===== src/rtl/adcfx_pkg.sv =====
package adcfx_pkg;
   typedef enum logic {
      LANE_DUAL   = 1'b0,
      LANE_SINGLE = 1'b1
   } lane_arr_e;
endpackage


===== src/rtl/adcfx_sync.sv =====
// Multi-stage synchronizer with edge detection behind the last stage.
module adcfx_sync #(
   parameter int unsigned WIDTH  = 2,
   parameter int unsigned STAGES = 2,
   parameter logic [WIDTH-1:0] RST_VAL = '0
) (
   input  logic             clk,
   input  logic             rst_n,
   input  logic [WIDTH-1:0] din,
   output logic [WIDTH-1:0] level,
   output logic [WIDTH-1:0] fall,
   output logic [WIDTH-1:0] rise
);
   if (STAGES < 2) begin : g_bad_stages
      $error("adcfx_sync: STAGES must be at least 2");
   end

   logic [STAGES:0][WIDTH-1:0] stg;

   always_ff @(posedge clk) begin
      if (!rst_n) stg <= {(STAGES+1){RST_VAL}};
      else        stg <= {stg[STAGES-1:0], din};
   end

   assign level = stg[STAGES-1];
   assign fall  = stg[STAGES] & ~stg[STAGES-1];
   assign rise  = ~stg[STAGES] & stg[STAGES-1];
endmodule


===== src/rtl/adcfx_edge_ctr.sv =====
// Frame activity flag and saturating falling-edge counter.
module adcfx_edge_ctr #(
   parameter int unsigned CNT_W = 6
) (
   input  logic             clk,
   input  logic             rst_n,
   input  logic             start,
   input  logic             stop,
   input  logic             tick,
   output logic             active,
   output logic [CNT_W-1:0] cnt,
   output logic [CNT_W-1:0] cnt_nxt
);
   localparam logic [CNT_W-1:0] CMAX = '1;

   assign cnt_nxt = (cnt == CMAX) ? CMAX : cnt + 1'b1;

   always_ff @(posedge clk) begin
      if (!rst_n) begin
         active <= 1'b0;
         cnt    <= '0;
      end else if (start) begin
         active <= 1'b1;
         cnt    <= '0;
      end else if (stop) begin
         active <= 1'b0;
      end else if (tick && active) begin
         cnt <= cnt_nxt;
      end
   end


   cnt_sat_chk: assert property (@(posedge clk) disable iff (!rst_n)
      (active && cnt == CMAX && !start) |=> (cnt == CMAX));
endmodule


===== src/rtl/adcfx_lane.sv =====
// One serial data lane: shift register, launch window and drive enable.
module adcfx_lane #(
   parameter int unsigned W     = 16,
   parameter int unsigned CNT_W = 6
) (
   input  logic             clk,
   input  logic             rst_n,
   input  logic             start,
   input  logic             stop,
   input  logic             tick,
   input  logic             en_at_start,
   input  logic [W-1:0]     word,
   input  logic [CNT_W-1:0] n,
   input  logic [CNT_W-1:0] lo,
   input  logic [CNT_W-1:0] hi,
   output logic             sdo,
   output logic             oe
);
   if (W < 2) begin : g_bad_w
      $error("adcfx_lane: W must be at least 2");
   end

   logic [W-1:0] sh;
   logic         in_win;

   assign in_win = (n >= lo) && (n <= hi);

   always_ff @(posedge clk) begin
      if (!rst_n) begin
         sh  <= '0;
         sdo <= 1'b0;
         oe  <= 1'b0;
      end else if (start) begin
         sh  <= word;
         sdo <= 1'b0;
         oe  <= en_at_start;
      end else if (stop) begin
         sdo <= 1'b0;
         oe  <= 1'b0;
      end else if (tick) begin
         if (oe && in_win) begin
            sdo <= sh[W-1];
            sh  <= {sh[W-2:0], 1'b0};
         end else begin
            sdo <= 1'b0;
         end
      end
   end
endmodule


===== src/rtl/adcfx_frame_tx.sv =====
module adcfx_frame_tx
   import adcfx_pkg::*;
#(
   parameter int unsigned DATA_W      = 16,
   parameter int unsigned CNT_W       = 6,
   parameter int unsigned LEAD_EDGES  = 16,
   parameter int unsigned SYNC_STAGES = 2,
   parameter bit          SINGLE_EN   = 1'b1
) (
   input  logic              clk,
   input  logic              rst_n,
   input  logic              cs_n,
   input  logic              sclk,
   input  logic [1:0]        lane_mode,
   input  logic              ld_valid,
   input  logic [DATA_W-1:0] ld_word_a,
   input  logic [DATA_W-1:0] ld_word_b,
   output logic              sdo_a,
   output logic              oe_a,
   output logic              sdo_b,
   output logic              oe_b,
   output logic              frame_done,
   output logic              frame_ok
);
   localparam int unsigned DUAL_EDGES   = LEAD_EDGES + DATA_W;
   localparam int unsigned SINGLE_EDGES = LEAD_EDGES + 2*DATA_W;
   localparam int unsigned CNT_MAX      = (1 << CNT_W) - 1;
   localparam logic [CNT_W-1:0] LO_N     = CNT_W'(LEAD_EDGES);
   localparam logic [CNT_W-1:0] HI_DUAL  = CNT_W'(DUAL_EDGES - 1);
   localparam logic [CNT_W-1:0] HI_SING  = CNT_W'(SINGLE_EDGES - 1);
   localparam logic [CNT_W-1:0] NEED_DUAL = CNT_W'(DUAL_EDGES);
   localparam logic [CNT_W-1:0] NEED_SING = CNT_W'(SINGLE_EDGES);

   if (SINGLE_EDGES > CNT_MAX) begin : g_bad_cnt
      $error("adcfx_frame_tx: CNT_W too narrow for the frame length");
   end
   if (LEAD_EDGES < 1) begin : g_bad_lead
      $error("adcfx_frame_tx: LEAD_EDGES must be at least 1");
   end

   logic [1:0]       s_lvl, s_fall, s_rise;
   logic             cs_lvl, cs_fall, cs_rise, sclk_fall;
   logic             start, stop, tick, active;
   logic [CNT_W-1:0] cnt, cnt_nxt;
   logic [DATA_W-1:0] hold_a, hold_b;
   lane_arr_e        mode_q;
   lane_arr_e        mode_in;
   logic [CNT_W-1:0] hi_a;

   adcfx_sync #(.WIDTH(2), .STAGES(SYNC_STAGES), .RST_VAL(2'b10)) u_sync (
      .clk(clk), .rst_n(rst_n), .din({cs_n, sclk}),
      .level(s_lvl), .fall(s_fall), .rise(s_rise)
   );

   assign cs_lvl    = s_lvl[1];
   assign cs_fall   = s_fall[1];
   assign cs_rise   = s_rise[1];
   assign sclk_fall = s_fall[0];

   assign start = cs_fall && !active;
   assign stop  = cs_rise && active;
   assign tick  = sclk_fall && active && !stop;

   adcfx_edge_ctr #(.CNT_W(CNT_W)) u_ctr (
      .clk(clk), .rst_n(rst_n), .start(start), .stop(stop), .tick(tick),
      .active(active), .cnt(cnt), .cnt_nxt(cnt_nxt)
   );

   // Lane arrangement variant chosen by parameter
   if (SINGLE_EN) begin : g_mode_sel
      assign mode_in = lane_mode[0] ? LANE_SINGLE : LANE_DUAL;
   end else begin : g_mode_fixed
      assign mode_in = LANE_DUAL;
   end

   always_ff @(posedge clk) begin
      if (!rst_n) begin
         hold_a <= '0;
         hold_b <= '0;
         mode_q <= LANE_DUAL;
      end else begin
         if (ld_valid && cs_lvl && !active) begin
            hold_a <= ld_word_a;
            hold_b <= ld_word_b;
         end
         if (start) mode_q <= mode_in;
      end
   end

   assign hi_a = (mode_q == LANE_SINGLE) ? HI_SING : HI_DUAL;

   adcfx_lane #(.W(2*DATA_W), .CNT_W(CNT_W)) u_lane_a (
      .clk(clk), .rst_n(rst_n), .start(start), .stop(stop), .tick(tick),
      .en_at_start(1'b1), .word({hold_a, hold_b}),
      .n(cnt_nxt), .lo(LO_N), .hi(hi_a), .sdo(sdo_a), .oe(oe_a)
   );

   adcfx_lane #(.W(DATA_W), .CNT_W(CNT_W)) u_lane_b (
      .clk(clk), .rst_n(rst_n), .start(start), .stop(stop), .tick(tick),
      .en_at_start(mode_in == LANE_DUAL), .word(hold_b),
      .n(cnt_nxt), .lo(LO_N), .hi(HI_DUAL), .sdo(sdo_b), .oe(oe_b)
   );

   always_ff @(posedge clk) begin
      if (!rst_n) begin
         frame_done <= 1'b0;
         frame_ok   <= 1'b0;
      end else if (stop) begin
         frame_done <= 1'b1;
         frame_ok   <= (mode_q == LANE_SINGLE) ? (cnt >= NEED_SING)
                                               : (cnt >= NEED_DUAL);
      end else begin
         frame_done <= 1'b0;
      end
   end


   done_pulse_chk: assert property (@(posedge clk) disable iff (!rst_n)
      frame_done |=> !frame_done);


   idle_hiz_chk: assert property (@(posedge clk) disable iff (!rst_n)
      (oe_a || oe_b) |-> active);


   single_b_hiz_chk: assert property (@(posedge clk) disable iff (!rst_n)
      (active && mode_q == LANE_SINGLE) |-> (!oe_b && !sdo_b));


   lead_zero_chk: assert property (@(posedge clk) disable iff (!rst_n)
      (cnt < LO_N) |-> (!sdo_a && !sdo_b));
endmodule


===== config.mk =====
export PLATFORM = sky130hd
export DESIGN_NAME = adcfx_frame_tx
export DESIGN_NICKNAME = d
export VERILOG_FILES = /design/src/rtl/adcfx_pkg.sv /design/src/rtl/adcfx_sync.sv /design/src/rtl/adcfx_edge_ctr.sv /design/src/rtl/adcfx_lane.sv /design/src/rtl/adcfx_frame_tx.sv
export SDC_FILE = /design/constraint.sdc
export NUM_CORES = 1
export LEC_CHECK = 0
export ABC_CLOCK_PERIOD_IN_PS = 3600
export BUFFER_PORTS_ARGS = -buffer_cell sky130_fd_sc_hd__buf_2
export CELL_PAD_IN_SITES_DETAIL_PLACEMENT = 1
export CELL_PAD_IN_SITES_GLOBAL_PLACEMENT = 2
export CORE_UTILIZATION = 37
export CTS_CLUSTER_DIAMETER = 100
export DETAILED_ROUTE_END_ITERATION = 16
export HOLD_SLACK_MARGIN = 0.02
export PLACE_DENSITY = 0.85
export REMOVE_ABC_BUFFERS = 1
export SKIP_LAST_GASP = 1
export SLEW_MARGIN = 0
export SYNTH_ARGS = -nofsm -noshare
export SYNTH_HDL_FRONTEND = slang
export SYNTH_SLANG_ARGS = --single-unit

===== constraint.sdc =====
create_clock -name clk -period 3.6 [get_ports clk]
set_input_delay 0.72 -clock clk [delete_from_list [all_inputs] [get_ports clk]]
set_output_delay 0.72 -clock clk [all_outputs]
set_load 0.02 [all_outputs]

# [Yosys cells after proc, flatten, opt, wreduce, memory -nomap -nowiden]
# Index checks and enable logic that the tools add are counted.
[op_classes] n_addsub=1 magnitude_cmp=5 eq_ne=2 n_mux=18 bitwise_logic=7 n_reduce_logical=22
[op_table] operator="32-bit two-way mux" n=4
[op_table] operator="16-bit two-way mux" n=4
[op_table] operator="6-bit greater-or-equal comparator, second input constant" n=2
[op_table] operator="6-bit two-way mux" n=2
[op_table] operator="1-bit logical AND" n=11
[op_table] operator="1-bit two-way mux" n=8
[op_table] operator="2-bit nonzero test" n=4
[op_table] operator="6-bit by 1-bit adder with 6-bit output, second input constant" n=1
[op_table] operator="6-bit equality test, second input constant" n=1
[op_table] operator="6-bit by 5-bit greater-or-equal comparator with 1-bit output, second input constant" n=1
[op_table] operator="6-bit by 5-bit less-or-equal comparator with 1-bit output, second input constant" n=1
[op_table] operator="6-bit less-or-equal comparator" n=1
[op_table] operator="3-bit AND reduction" n=2
[op_table] operator="2-bit AND" n=2
[op_table] operator="2-bit inverter" n=2
[op_table] operator="1-bit inverter" n=3
[op_table] operator="3-bit OR reduction" n=1
[op_table] operator="1-bit logical NOT" n=2
[op_table] operator="2-bit != test, second input constant" n=1
[op_table] operator="2-bit AND reduction" n=1
[op_table] operator="2-bit OR reduction" n=1
[totals] register_bits=99 inputBits=39 out_inout_bits=6 wordCells=70

# [Logic depth before layout (Yosys ltp)]
# Gate-level depths: netlist (run 1).
[logic_depth] depth_word=9 mapped_depth=9 mapped_depth_nobuf=8

# [Hierarchy]
# From an unflattened synthesis (run 1), not the netlist that was laid out.
[unflattened] hier_cells=641 hier_area_um2=5350.1
[by_module_without_submodules] module="adcfx_lane (u_lane_a)" n_inst=1 cells_each=274 area_each_um2=2134.5 seq_area_each_um2=680.7
[by_module_without_submodules] module="adcfx_frame_tx" n_inst=1 cells_each=158 area_each_um2=1341.3 seq_area_each_um2=700.7
[by_module_without_submodules] module="adcfx_lane (u_lane_b)" n_inst=1 cells_each=144 area_each_um2=1270.0 seq_area_each_um2=360.3
[by_module_without_submodules] module="adcfx_edge_ctr" n_inst=1 cells_each=47 area_each_um2=406.6 seq_area_each_um2=140.1
[by_module_without_submodules] module="adcfx_sync" n_inst=1 cells_each=18 area_each_um2=197.7 seq_area_each_um2=120.1

# [Least setup slack after synthesis (run 1)]
# Ideal clock, no wire load.
[synth_timing] path_kind="reg-to-reg" from="register u_ctr.cnt[0]" to="register u_lane_a.sh[15]" arrival_ns=2.012 path_slack_ns=1.459 stages_incl_launch_ff=10 n_path_buf=1 path_cell_list="dfxtp_1 -> ha_1 -> and4b_1 -> nor2_1 -> ha_1 -> a21o_1 -> and3_1 -> buf_2 -> o21ai_0 -> a21oi_1"
[synth_between] elab_chain_cells=7 word_cells_on_any_way=9 classes_between="add/sub: 1; order compare: 2; eq/ne: 1; mux: 1; reduce/logical: 4"
[synth_rtl] item="start: declaration" line_no="adcfx_edge_ctr.sv:11" rtl="output logic [CNT_W-1:0] cnt,"
[synth_rtl] item="start signal: assignment" line_no="adcfx_edge_ctr.sv:28" rtl="cnt <= cnt_nxt;"
[synth_rtl] item="6-bit by 1-bit adder with 6-bit output or 6-bit equality test (tied branches)" line_no="adcfx_edge_ctr.sv:16" rtl="assign cnt_nxt = (cnt == CMAX) ? CMAX : cnt + 1'b1;"
[synth_rtl] item="6-bit two-way mux (*)" line_no="adcfx_edge_ctr.sv:16"
[synth_rtl] item="via cnt_nxt[5]" line_no="adcfx_frame_tx.sv:44" rtl="logic [CNT_W-1:0] cnt, cnt_nxt;"
[synth_rtl] item="6-bit by 5-bit greater-or-equal comparator with 1-bit output or 6-bit less-or-equal comparator (tied branches)" line_no="adcfx_lane.sv:26" rtl="assign in_win = (n >= lo) && (n <= hi);"
[synth_rtl] item="1-bit logical AND (*)" line_no="adcfx_lane.sv:26"
[synth_rtl] item="1-bit logical AND (*)" line_no="adcfx_lane.sv:41" rtl="if (oe && in_win) begin"
[synth_rtl] item="2-bit nonzero test (no line) (*)"
[synth_rtl] item="3-bit AND reduction (no line) (*)"
[synth_rtl] item="end signal: assignment" line_no="adcfx_lane.sv:34" rtl="sh <= word;"
[synth_rtl] item="end signal: assignment" line_no="adcfx_lane.sv:43" rtl="sh <= {sh[W-2:0], 1'b0};"
[synth_rtl] item="end: declaration" line_no="adcfx_lane.sv:23" rtl="logic [W-1:0] sh;"
# The timed path passes the listed nets; every way through them passes the cells marked *.
# A chain may end at the register's enable or synchronous reset.

# [Final worst setup path (run 1)]
[layout_timing] from="register u_ctr.cnt[0]" to="register u_lane_a.sh[23]"
# The elaborated chain is that of the path after synthesis.

==> results.rst, run 1 <==
.. list-table::
   :header-rows: 1

   * - Metric
     - Value
   * - Maximum number of pins on one net before global-route repair
     - between 50 and 60
   * - TritonCTS buffer count
     - 9
   * - Clk sinks
     - 99
   * - Critical Path AT
     - between 2 and 3 ns
   * - End-of-flow core utilization
     - about 43%
   * - GRT Overall Usage
     - 18.5%
   * - Multiplexer area fraction after synthesis
     - 3.76%
   * - Cell taking the most area after synthesis
     - sky130_fd_sc_hd__dfxtp_1
   * - Area taken by flip-flops and latches
     - slightly below 2000 um2
   * - Max rail drop VDD
     - about 260 uV
   * - Final setup violating endpoints
     - 0
   * - GPL Wtd Cong
     - ~0.79
   * - Adder-cell share of the synthesized area
     - under 10%
   * - Post-synthesis sequential area ratio
     - about half
   * - Max H-tree Level
     - 3
   * - Cell count of the worst reg-to-reg path
     - 9
   * - Area of the multi-input gates
     - roughly 1800 um2
   * - Most instantiated library cell after synthesis
     - sky130_fd_sc_hd__dfxtp_1
   * - Largest stage delay on the critical path
     - about 0.43 ns
   * - Chip Height
     - 106 um
   * - Overflow left after global routing
     - 0
   * - Clock transition at path regs
     - about 0.090 ns
   * - Worst hold endpoint
     - u_sync.level[1]
   * - Portion of synthesized cell area occupied by the leading cell type
     - between 40% and 50%
   * - Met3 usage in global routing
     - under 10%
   * - Slew at the pin closest to its max-slew limit
     - 0.962 ns
   * - Initial core utilization
     - a little under two fifths
   * - Placed wire-length estimate after detailed placement
     - roughly 6300 um
   * - Buffer and inverter count on the worst path
     - 1
   * - Period utilisation layout
     - a little under three quarters
   * - Antenna Violating Nets Remaining
     - 0
   * - Count of nets after finishing
     - about 550
   * - Crit path capture type
     - flop
   * - Startpoint of the worst hold path
     - u_sync.stg[1]
   * - Layer with the highest usage
     - met2
   * - Setup repair after global routing missed its margin
     - false
   * - Number of enable flip-flop cells after synthesis
     - 0
   * - Global-route wire length before repair
     - 16500 um
   * - Routed length per placed instance
     - 15.3 um
   * - Power per Cell Area
     - 466 nW/um2
   * - Warnings, synthesis
     - 0
   * - Number of buffers added on ports
     - 43
   * - Final-layout setup total negative slack
     - 0 ns
   * - Detailed-route DRC error count
     - 0
   * - Most Frequent Cell on Critical Path
     - sky130_fd_sc_hd__ha_1
   * - Post-synthesis instance area
     - ~4000 um2
   * - Share of post-route cells with drive strength above 1
     - between 10% and 20%
   * - IO Count
     - 45
   * - Met2 routing resource usage after global routing
     - about a third
   * - Syn Inst Count
     - between 400 and 500
   * - Final clock skew
     - 0.00616 ns
   * - Count of endpoints failing hold in the final timing report
     - 0
   * - Hold WC Path Type
     - reg2reg
   * - Number of global-route vias before repair
     - about 3500
   * - Diodes inserted
     - 0
   * - Number of antenna violations at the first check in global routing
     - 0
   * - Maximum clock rate
     - just under 400 MHz
   * - Critical-path cell with the highest stage delay
     - sky130_fd_sc_hd__dfxtp_1
   * - Total via count after detailed routing
     - between 3000 and 4000
   * - Xor and xnor area share after synthesis
     - 0%
   * - Critical path fanouts, max
     - 32
   * - Startpoint class of the critical path
     - flop
   * - Core Rows
     - 37
   * - Number of cells traversed by the worst hold path
     - 1
   * - Drt via density
     - about 5.3
   * - Crit Reg-Reg Endpoint
     - u_lane_a.sh[23]
   * - Register-to-register setup slack
     - 1.01 ns
   * - Count of TritonRoute iterations in the first routing pass
     - 5
   * - TritonCTS clock tree
     - built
   * - Core outline area
     - about 10000 um2
   * - Root Driver
     - sky130_fd_sc_hd__clkbuf_8
   * - Fraction of the mapped netlist area in compound gates
     - 26.7%
   * - Initial drt markers
     - 150
   * - Data required time of the critical path
     - roughly 3.9 ns
   * - Share of flip-flops with an asynchronous set or reset after synthesis
     - 0%
   * - Die outline area
     - about 11000 um2
   * - Synth Flop Type
     - sky130_fd_sc_hd__dfxtp_1
   * - Number of flip-flops and latches in the synthesized netlist
     - 99
   * - Main combinational cell family by area after synthesis
     - compound AO/OA/AOI/OAI gates
   * - Hold buffer count at CTS
     - 0
   * - Kind of cell adding the most delay to the critical path
     - adder cells
   * - Area delta synth->final
     - 12.2%
   * - Leading cell types by total area after synthesis
     - sky130_fd_sc_hd__dfxtp_1 (50%), sky130_fd_sc_hd__a21oi_1 (11%), sky130_fd_sc_hd__nand2_1 (7.2%)
   * - Max clock buf depth
     - 2
   * - Layout filler cell count
     - ~1300
   * - Commonest cells in the netlist
     - sky130_fd_sc_hd__dfxtp_1 (99), sky130_fd_sc_hd__a21oi_1 (86), sky130_fd_sc_hd__nand2_1 (77)
   * - Max-slew headroom
     - between 30% and 40%
   * - Leakage power
     - between 1.5 and 2 nW
   * - Detailed-route wire length
     - just under 10000 um
   * - Shortest period the worst path allows
     - roughly 2.6 ns
   * - Avg Synthesized Cell Area
     - 8.33 um2
   * - Number of gates resized after cts
     - 0
   * - Max-cap violations
     - 0
   * - Type of the worst setup path
     - reg2reg
   * - Number of distinct library cells after synthesis
     - 40
   * - Pins over their slew limit
     - 0
   * - Critical R2R Launch
     - u_ctr.cnt[0]
   * - Simple-Gate Fraction of Synth Area
     - approximately 14%
   * - Number of setup buffers added after CTS
     - 0
   * - Worst skew pair latency
     - roughly 0.37 ns
   * - Crit-path cells
     - ha_1 -> and4b_1 -> nor2_1 -> ha_1 -> a21o_1 -> and3_1 -> buf_4 -> o21ai_0 -> a21oi_1
   * - Run status
     - complete, no violations
   * - Horizontal extent of the die
     - between 100 and 150 um
   * - Met1 Use GR
     - between 20% and 30%
## flip-flops by register name (all words and copies together) (netlist names)
name and cells:
u_lane_b.sh 16, mode_q 1, u_sync.stg 4, u_lane_b.sdo 1
hold_b 16, u_sync.level 2, u_lane_a.sh 32, u_ctr.cnt 6
frame_done 1, u_lane_a.sdo 1, hold_a 16, u_lane_b.oe 1
frame_ok 1, u_ctr.active 1
## cell type report
cell class	count	area share, %
clock buffer	12	3.68
clock inverter	4	1.06
inverter	6	0.502
multi-input combinational	336	40.6
sequential	99	44.2
tap	136	3.79
timing repair buffer	51	6.14
## cell usage in the layout, fill, tap and decap left out, drive strengths merged, types with 5 or more instances in the layout
master / n
dfxtp: 99
a21oi: 86
nand2: 77
o21ai: 65
buf: 51
a31oi: 32
mux2i: 15
nor2: 15
clkbuf: 12
inv: 6
nand3: 6
nand2b: 5
## routing by layer
metal	part of all wire (%)	wire length, um
met4	1.4	134
met2	49	4790
met3	2.1	205
met5	0	0
met1	48	4730
## per-stage QoR
| step | std cells | power, W | hold WS, ns | worst slack [ns] | instance area, um2 |
|---|---|---|---|---|---|
| after floorplan | 441 | 0.00129 | 0.386 | 1.06 | 3820 |
| after global placement | 628 | 0.00135 | 0.392 | 1.17 | 4270 |
| after detailed placement | 628 | 0.00136 | 0.401 | 1.04 | 4270 |
| after CTS | 644 | 0.00212 | 0.423 | 0.987 | 4490 |
| after global routing | 644 | 0.00218 | 0.444 | 0.824 | 4490 |
| final | 644 | 0.00209 | 0.413 | 1.01 | 4490 |
## power by group
| part | leakage, nW | internal (W) | switching (W) |
|---|---|---|---|
| sequential | 0.809 | 0.00115 | 0.0000270 |
| combinational | 0.836 | 0.0000613 | 0.0000969 |
| clock | 0.108 | 0.000376 | 0.000383 |
## worst max path at each step
stage	startpoint	endpoint	cells after the start	slack [ns]
after floorplan	u_ctr.cnt[0]	u_lane_a.sh[10]	6	1.06
after global routing	u_ctr.cnt[0]	u_lane_a.sh[6]	9	0.82
after CTS	u_ctr.cnt[0]	u_lane_a.sh[23]	9	0.99
after detailed placement	u_ctr.cnt[0]	u_lane_a.sh[23]	9	1.04
final	u_ctr.cnt[0]	u_lane_a.sh[23]	9	1.01
after global placement	u_ctr.cnt[0]	u_lane_a.sh[19]	9	1.17
## cell families (layout without fill, tap and decap cells)
| kind of cell | after synthesis | count (layout) |
|---|---|---|
| buffers and inverters | 45 | 73 |
| AND/OR/NAND/NOR | 122 | 122 |
| adder cells (fa/ha/maj) | 4 | 4 |
| flip-flops | 99 | 99 |
| AO/OA/AOI/OAI | 195 | 195 |
| multiplexers | 15 | 15 |
(Power assumes the default switching activity.)
==> inputs of run 2 (changes only) <==
ABC_AREA = 1   (was default)
ABC_CLOCK_PERIOD_IN_PS = 2100   (was 3600)
CORE_UTILIZATION = 30   (was 37)
PLACE_DENSITY = 0.78   (was 0.85)
clock period = 2.1 ns   (was 3.6 ns; I/O delays follow)
==> results.rst, run 2 <==
.. list-table::
   :header-rows: 1

   * - Metric
     - Value
   * - Die outline area
     - 15300 um2 (was 11200 um2)
   * - Worst skew pair latency
     - 0.36 ns (was 0.37 ns)
   * - Crit path capture type
     - flop (unchanged)
   * - Diodes inserted
     - 0 (unchanged)
   * - Multiplexer area fraction after synthesis
     - 0% (was 3.76%)
   * - Leading cell types by total area after synthesis
     - sky130_fd_sc_hd__dfxtp_1 (45%), sky130_fd_sc_hd__nand2_1 (11%), sky130_fd_sc_hd__nor2_1 (8.6%) (was sky130_fd_sc_hd__dfxtp_1 (50%), sky130_fd_sc_hd__a21oi_1 (11%), sky130_fd_sc_hd__nand2_1 (7.2%))
   * - Register with the highest flop count
     - u_lane_a.sh (unchanged)
   * - Global-route wire length before repair
     - 20600 um (was 16500 um)
   * - Cell taking the most area after synthesis
     - sky130_fd_sc_hd__dfxtp_1 (unchanged)
   * - Number of buffers added on ports
     - 43 (unchanged)
   * - Most used cells in the layout excluding fill and tap cells
     - sky130_fd_sc_hd__nand2_1 (116), sky130_fd_sc_hd__nor2_1 (96), sky130_fd_sc_hd__dfxtp_1 (96) (was sky130_fd_sc_hd__dfxtp_1 (99), sky130_fd_sc_hd__a21oi_1 (85), sky130_fd_sc_hd__nand2_1 (77))
   * - Number of enable flip-flop cells after synthesis
     - 0 (unchanged)
   * - Crit path setup slack, layout
     - -0.0776 ns (was 1.01 ns)
   * - Core Rows
     - 44 (was 37)
   * - Detailed-route wire length
     - 13000 um (was 9860 um)
   * - Pins over their slew limit
     - 0 (unchanged)
   * - Final setup violating endpoints
     - 32 (was 0)
   * - Placed wire-length estimate after detailed placement
     - 7730 um (was 6270 um)
   * - GPL Wtd Cong
     - 0.766 (was 0.789)
   * - Core outline area
     - 14500 um2 (was 10400 um2)
   * - Root Driver
     - sky130_fd_sc_hd__clkbuf_16 (was sky130_fd_sc_hd__clkbuf_8)
   * - Adder-cell share of the synthesized area
     - 1.13% (was 1.25%)
   * - Leakage power
     - 2.70 nW (was 1.75 nW)
   * - Final clock skew
     - 0.00950 ns (was 0.00616 ns)
   * - Count of endpoints failing hold in the final timing report
     - 0 (unchanged)
   * - Avg Synthesized Cell Area
     - 7.02 um2 (was 8.33 um2)
   * - Warnings, synthesis
     - 0 (unchanged)
   * - Run status
     - finished, violations left (was complete, no violations)
   * - IO Count
     - 45 (unchanged)
   * - Period utilisation layout
     - 104% (was 71.9%)
   * - End-of-flow core utilization
     - 41.8% (was 43.1%)
   * - Count of nets after finishing
     - 742 (was 546)
   * - Xor and xnor area share after synthesis
     - 0% (unchanged)
   * - Clock transition at path regs
     - 0.07 ns (was 0.09 ns)
   * - Initial drt markers
     - 198 (was 150)
   * - Critical path fanouts, max
     - 7 (was 32)
   * - Placement-stage cell area
     - 4940 um2 (was 4270 um2)
   * - Synth Flop Type
     - sky130_fd_sc_hd__dfxtp_1 (unchanged)
   * - Total via count after detailed routing
     - 4221 (was 3429)
   * - Max clock buf depth
     - 2 (unchanged)
   * - Initial core utilization
     - 30.7% (was 38.4%)
   * - Critical Path AT
     - 2.43 ns (was 2.84 ns)
   * - TritonCTS clock tree
     - built (unchanged)
   * - Maximum number of pins on one net before global-route repair
     - 49 (was 54)
   * - Share of flip-flops with an asynchronous set or reset after synthesis
     - 0% (unchanged)
   * - Final-layout setup total negative slack
     - -1.67 ns (was 0 ns)
   * - Count of TritonRoute iterations in the first routing pass
     - 4 (was 5)
   * - Routed length per placed instance
     - 14.6 um (was 15.3 um)
   * - Finished Cell Area
     - 6050 um2 (was 4490 um2)
   * - Shortest period the worst path allows
     - 2.18 ns (was 2.59 ns)
   * - Commonest cells in the netlist
     - sky130_fd_sc_hd__nand2_1 (125), sky130_fd_sc_hd__nor2_1 (102), sky130_fd_sc_hd__dfxtp_1 (99) (was sky130_fd_sc_hd__dfxtp_1 (99), sky130_fd_sc_hd__a21oi_1 (86), sky130_fd_sc_hd__nand2_1 (77))
   * - Maximum clock rate
     - 459 MHz (was 386 MHz)
   * - Max-cap violations
     - 0 (unchanged)
   * - Max rail drop VDD
     - 421 uV (was 258 uV)
   * - Data required time of the critical path
     - 2.35 ns (was 3.85 ns)
   * - Max-slew headroom
     - 63.0% (was 35.8%)
   * - Portion of synthesized cell area occupied by the leading cell type
     - 44.6% (was 49.6%)
   * - Clk sinks
     - 99 (unchanged)
   * - Max H-tree Level
     - 3 (unchanged)
   * - Number of global-route vias before repair
     - 4268 (was 3461)
   * - TritonCTS buffer count
     - 9 (unchanged)
   * - Number of antenna violations at the first check in global routing
     - 0 (unchanged)
   * - Horizontal extent of the die
     - 124 um (was 106 um)
   * - Setup repair after global routing missed its margin
     - true (was false)
   * - Fraction of the mapped netlist area in compound gates
     - 15.8% (was 26.7%)
   * - Type of the worst setup path
     - reg2reg (unchanged)
   * - Slew at the pin closest to its max-slew limit
     - 0.554 ns (was 0.962 ns)
   * - Startpoint class of the critical path
     - flop (unchanged)
   * - Share of post-route cells with drive strength above 1
     - 30.0% (was 14.8%)
   * - Drt via density
     - 4.75 (was 5.32)
   * - Number of flip-flops under the largest register name
     - 32 (unchanged)
   * - Number of flip-flops and latches in the synthesized netlist
     - 99 (unchanged)
   * - Number of distinct library cells after synthesis
     - 29 (was 40)
   * - Main combinational cell family by area after synthesis
     - simple AND/OR/NAND/NOR gates (was compound AO/OA/AOI/OAI gates)
   * - Overall power
     - 0.00414 W (was 0.00209 W)
   * - Post-synthesis instance area
     - 4450 um2 (was 4000 um2)
   * - Register-to-register setup slack
     - -0.08 ns (was 1.01 ns)
   * - Simple-Gate Fraction of Synth Area
     - 29.6% (was 13.7%)
   * - Overflow left after global routing
     - 0 (unchanged)
   * - Violations in the final reports
     - setup timing
   * - Area delta synth->final
     - 36.0% (was 12.2%)
   * - Most instantiated library cell after synthesis
     - sky130_fd_sc_hd__nand2_1 (was sky130_fd_sc_hd__dfxtp_1)
   * - Hold WC Path Type
     - in2reg (was reg2reg)
   * - Power per Cell Area
     - 685 nW/um2 (was 466 nW/um2)
   * - Syn Inst Count
     - 633 (was 480)
   * - Antenna Violating Nets Remaining
     - 0 (unchanged)
   * - GRT Overall Usage
     - 17.6% (was 18.5%)
   * - Chip Height
     - 124 um (was 106 um)
   * - Detailed-route DRC error count
     - 0 (unchanged)
   * - Most common cell after layout, fill and taps aside
     - sky130_fd_sc_hd__nand2_1 (was sky130_fd_sc_hd__dfxtp_1)
   * - Post-synthesis sequential area ratio
     - 44.6% (was 49.6%)
run 2: cell count changes after synthesis, sizes merged, moves of 4 or more:
cell,before,now
and2,4,0
nor2,15,103
nand2,77,138
buf,12,18
nand3,6,57
inv,6,53
o21ai,65,69
nand2b,5,0
clkbuf,27,23
a21oi,86,55
mux2i,15,0
a31oi,32,2
run 2: layer usage:
| metal | GRT usage, % | vias up | routed length, um |
|---|---|---|---|
| li1 | - | 2158 | - |
| met1 | 21.8 | 2013 | 6290 |
| met2 | 30.1 | 39 | 6260 |
| met3 | 3.34 | 11 | 282 |
| met4 | 6.10 | 0 | 167 |
| met5 | 0 | - | 0 |
run 2: repair_timing:
item / 4_1_cts / 5_1_grt
setup buffers: 15 / 5
hold buffers: 0 / 0
cloned: 5 / 6
setup endpoints to repair: 32 / 49
gates resized for setup: 48 / 52
pin swaps: 10 / 16
run 2: through the flow:
stage	hold WS (ns)	std cells	setup slack, ns
floorplan	0.390	592	-1.01
global placement	0.403	844	-0.0670
detailed placement	0.413	844	-0.142
CTS	0.247	879	-0.128
global route	0.245	888	-0.219
finish	0.256	888	-0.0776
run 2: worst paths after layout:
check,endpoint,startpoint,cells past startpoint
setup / recovery,u_lane_a.sh[19],u_ctr.cnt[1],17
hold / removal,u_sync.stg[1],cs_n,2
setup reg to reg,u_lane_a.sh[19],u_ctr.cnt[1],17
hold reg to reg,u_sync.level[1],u_sync.stg[1],1
run 2: area by class of cell:
cell class,count,area [um2]
well taps,184,230
clock buffers,11,243
clock inverters,5,62.6
fillers,1761,8430
flip-flops and latches,99,1990
repair buffers,95,890
multi-input cells,441,2430
inverters,53,199
run 2: cells by family after synthesis:
family / count (synthesis)
DFF: 99
adders and majority gates: 4
and+or+nand+nor: 306
buffers and inverters: 94
AOI/OAI and AO/OA: 130
run 2: power by group:
group          switching, W  internal [W]  leakage (nW)
clock              0.000747      0.000961         0.142
combinational      0.000261      0.000160          1.75
sequential        0.0000442       0.00197         0.812
run 2: worst max-delay path: stages, from the launching register on:
cell and delay, ns:
sky130_fd_sc_hd__dfxtp_4 0.36, sky130_fd_sc_hd__ha_4 0.16, sky130_fd_sc_hd__nand2_4 0.07, sky130_fd_sc_hd__inv_2 0.05, sky130_fd_sc_hd__nor2_4 0.08, sky130_fd_sc_hd__nand2_2 0.06, sky130_fd_sc_hd__nand2_2 0.07, sky130_fd_sc_hd__inv_2 0.05
sky130_fd_sc_hd__ha_4 0.27, sky130_fd_sc_hd__nand2_2 0.05, sky130_fd_sc_hd__nor2_2 0.09, sky130_fd_sc_hd__nand3_2 0.10, sky130_fd_sc_hd__nand2_4 0.10, sky130_fd_sc_hd__nand2_8 0.07, sky130_fd_sc_hd__buf_12 0.16, sky130_fd_sc_hd__buf_12 0.14
sky130_fd_sc_hd__a21oi_1 0.14, sky130_fd_sc_hd__nor2_1 0.06
==> inputs of run 3 (changes only) <==
CORE_MARGIN = 1   (was default)
SKIP_LAST_GASP = default   (was 1)
==> results.rst, run 3 (synthesis gave the netlist of run 2 again) <==
.. list-table::
   :header-rows: 1

   * - Metric
     - Value
   * - Run status
     - finished, violations left (unchanged)
   * - Violations in the final reports
     - setup timing (unchanged)
   * - Total via count after detailed routing
     - 4225 (was 4221)
   * - Startpoint class of the critical path
     - flop (unchanged)
   * - Overall power
     - 0.00413 W (was 0.00414 W)
   * - Crit path setup slack, layout
     - -0.0657 ns (was -0.0776 ns)
   * - Data required time of the critical path
     - 2.38 ns (was 2.35 ns)
   * - Register-to-register setup slack
     - -0.07 ns (was -0.08 ns)
   * - Startpoint of the worst hold path
     - cs_n (unchanged)
   * - GPL Wtd Cong
     - 0.766 (unchanged)
   * - Diodes inserted
     - 0 (unchanged)
   * - Power per Cell Area
     - 695 nW/um2 (was 685 nW/um2)
   * - Chip Height
     - 124 um (unchanged)
   * - Placed wire-length estimate after detailed placement
     - 7730 um (unchanged)
   * - Final setup violating endpoints
     - 32 (unchanged)
   * - Type of the worst setup path
     - reg2reg (unchanged)
   * - GRT Overall Usage
     - 17.6% (unchanged)
   * - Count of endpoints failing hold in the final timing report
     - 0 (unchanged)
   * - Crit-path cells
     - ha_4 -> nand2_4 -> inv_2 -> nor2_4 -> nand2_2 -> nand2_2 -> inv_2 -> ha_4 -> nand2_2 -> nor2_2 -> nand3_2 -> nand2_4 -> nand2_8 -> buf_12 -> buf_12 -> nand3_2 -> nand2_1 -> nor2_1 (was ha_4 -> nand2_4 -> inv_2 -> nor2_4 -> nand2_2 -> nand2_2 -> inv_2 -> ha_4 -> nand2_2 -> nor2_2 -> nand3_2 -> nand2_4 -> nand2_8 -> buf_12 -> buf_12 -> a21oi_1 -> nor2_1)
   * - Most Frequent Cell on Critical Path
     - sky130_fd_sc_hd__nand2_2 (unchanged)
   * - Critical Path AT
     - 2.45 ns (was 2.43 ns)
   * - Most common cell after layout, fill and taps aside
     - sky130_fd_sc_hd__nand2_1 (unchanged)
   * - Max-slew headroom
     - 63.5% (was 63.0%)
   * - Slew at the pin closest to its max-slew limit
     - 0.547 ns (was 0.554 ns)
   * - Hold WC Path Type
     - in2reg (unchanged)
   * - Crit Reg-Reg Endpoint
     - u_lane_a.sh[14] (was u_lane_a.sh[19])
   * - Max rail drop VDD
     - 417 uV (was 421 uV)
   * - Drt via density
     - 4.77 (was 4.75)
   * - Period utilisation layout
     - 103% (was 104%)
   * - Number of antenna violations at the first check in global routing
     - 0 (unchanged)
   * - Max clock buf depth
     - 2 (unchanged)
   * - Worst hold endpoint
     - u_sync.stg[1] (unchanged)
   * - Max H-tree Level
     - 3 (unchanged)
   * - Worst skew pair latency
     - 0.36 ns (about the same)
   * - Antenna Violating Nets Remaining
     - 0 (unchanged)
   * - Share of post-route cells with drive strength above 1
     - 28.9% (was 30.0%)
   * - Clock transition at path regs
     - 0.07 ns (about the same)
   * - Initial drt markers
     - 179 (was 198)
   * - Global-route wire length before repair
     - 20600 um (unchanged)
   * - Cell count of the worst reg-to-reg path
     - 18 (was 17)
   * - Placed insts
     - 844 (unchanged)
   * - Detailed-route DRC error count
     - 0 (unchanged)
   * - IO Count
     - 45 (unchanged)
   * - Count of TritonRoute iterations in the first routing pass
     - 4 (unchanged)
   * - Core outline area
     - 14500 um2 (unchanged)
   * - Maximum clock rate
     - 462 MHz (was 459 MHz)
   * - Largest stage delay on the critical path
     - 0.36 ns (about the same)
   * - Most used cells in the layout excluding fill and tap cells
     - sky130_fd_sc_hd__nand2_1 (118), sky130_fd_sc_hd__nor2_1 (97), sky130_fd_sc_hd__dfxtp_1 (96) (was sky130_fd_sc_hd__nand2_1 (116), sky130_fd_sc_hd__nor2_1 (96), sky130_fd_sc_hd__dfxtp_1 (96))
   * - Critical R2R Launch
     - u_ctr.cnt[1] (unchanged)
   * - Shortest period the worst path allows
     - 2.17 ns (was 2.18 ns)
   * - Setup repair after global routing missed its margin
     - true (unchanged)
   * - Critical-path cell with the highest stage delay
     - sky130_fd_sc_hd__dfxtp_4 (unchanged)
   * - Die outline area
     - 15300 um2 (unchanged)
   * - TritonCTS buffer count
     - 9 (unchanged)
   * - Crit path capture type
     - flop (unchanged)
   * - Final clock skew
     - 0.0101 ns (was 0.00950 ns)
   * - Leakage power
     - 2.65 nW (was 2.70 nW)
   * - Max-cap violations
     - 0 (unchanged)
   * - Maximum number of pins on one net before global-route repair
     - 49 (unchanged)
   * - Overflow left after global routing
     - 0 (unchanged)
   * - Layout filler cell count
     - 1779 (was 1761)
   * - Root Driver
     - sky130_fd_sc_hd__clkbuf_16 (unchanged)
   * - TritonCTS clock tree
     - built (unchanged)
   * - Pins over their slew limit
     - 0 (unchanged)
   * - Initial core utilization
     - 30.7% (unchanged)
   * - Number of cells traversed by the worst hold path
     - 2 (unchanged)
   * - Routed length per placed instance
     - 14.3 um (was 14.6 um)
   * - Number of flip-flops under the largest register name
     - 32 (unchanged)
   * - Count of nets after finishing
     - 740 (was 742)
   * - Area delta synth->final
     - 33.5% (was 36.0%)
   * - Final non-filler cell total
     - 886 (was 888)
   * - Clk sinks
     - 99 (unchanged)
   * - Horizontal extent of the die
     - 124 um (unchanged)
   * - Detailed-route wire length
     - 12700 um (was 13000 um)
   * - Number of buffers added on ports
     - 43 (unchanged)
   * - Core Rows
     - 44 (unchanged)
   * - Number of global-route vias before repair
     - 4259 (was 4268)
   * - Critical path fanouts, max
     - 6 (was 7)
   * - Register with the highest flop count
     - u_lane_a.sh (unchanged)
   * - Pre-CTS worst setup slack
     - -0.142 ns (unchanged)
[run 3: cell types whose count changed in the layout (fill, tap and decap cells not counted), moves of 2 or more]
| cell | change |
|---|---|
| sky130_fd_sc_hd__a21oi_2 | +3 |
| sky130_fd_sc_hd__a21oi_4 | -2 |
| sky130_fd_sc_hd__clkbuf_16 | -2 |
| sky130_fd_sc_hd__nand2_1 | +2 |
| sky130_fd_sc_hd__nand2_2 | -2 |
| sky130_fd_sc_hd__nand3_1 | +4 |
| sky130_fd_sc_hd__nand3_2 | -2 |
| sky130_fd_sc_hd__nand3_4 | -2 |
[run 3: what timing repair did]
| item | CTS | global route |
|---|---|---|
| hold buffers | 0 | 0 |
| setup endpoints to repair | 32 | 49 |
| gates cloned | 5 | 4 |
| pin swaps | 10 | 17 |
| buffers inserted | 15 | 5 |
| resized for setup | 54 | 35 |
[run 3: worst max path at each step]
stage                      start               to  slack (ns)  cells after the start
global route        u_ctr.cnt[3]  u_lane_a.sh[14]       -0.21                     16
finish              u_ctr.cnt[1]  u_lane_a.sh[14]       -0.07                     18
floorplan           u_ctr.active      u_lane_b.oe       -1.01                      7
CTS                 u_ctr.cnt[1]   u_lane_a.sh[4]       -0.13                     18
global placement    u_ctr.cnt[0]   u_lane_a.sh[5]       -0.07                     16
detailed placement  u_ctr.cnt[0]   u_lane_a.sh[6]       -0.14                     16
[run 3: routing by layer]
layer | share of wire, % | global-route usage [%] | up-vias
met5 | 0 | 0 | -
met4 | 1.3 | 6.10 | 0
met3 | 2.3 | 3.34 | 11
met2 | 48 | 30.2 | 41
met1 | 48 | 21.8 | 2022
li1 | - | - | 2151
[run 3: layout make-up]
class                           count  area [um2]  share of cell area (%)
Sequential cell                    99        1990                    33.5
Multi-Input combinational cell    441        2380                    40.1
Inverter                           53         199                    3.35
Clock inverter                      5        62.6                    1.05
Timing Repair Buffer               93         836                    14.1
Clock buffer                       11         243                    4.09
Tap cell                          184         230                    3.88
[run 3: report_power, final]
part | internal (W) | switching (W)
registers | 0.00197 | 0.0000437
logic | 0.000155 | 0.000255
clock network | 0.000961 | 0.000744
[run 3: stage by stage]
stage	area [um2]	hold WS, ns	TNS, ns	util (%)
floorplan	4250	0.390	-45.26	-
global placement	4940	0.403	-1.52	34.1
detailed placement	4940	0.413	-3.90	34.1
CTS	5710	0.247	-5.08	39.4
global route	5940	0.245	-5.69	41.0
finish	5940	0.258	-1.43	41.0
[run 3: worst max-delay path: cells and delay by family (launching register included)]
family | cells | cell delay, ns
AND/OR/NAND/NOR | 12 | 0.91
adder cells (fa/ha/maj) | 2 | 0.43
buffers and inverters | 4 | 0.39
flip-flops | 1 | 0.36
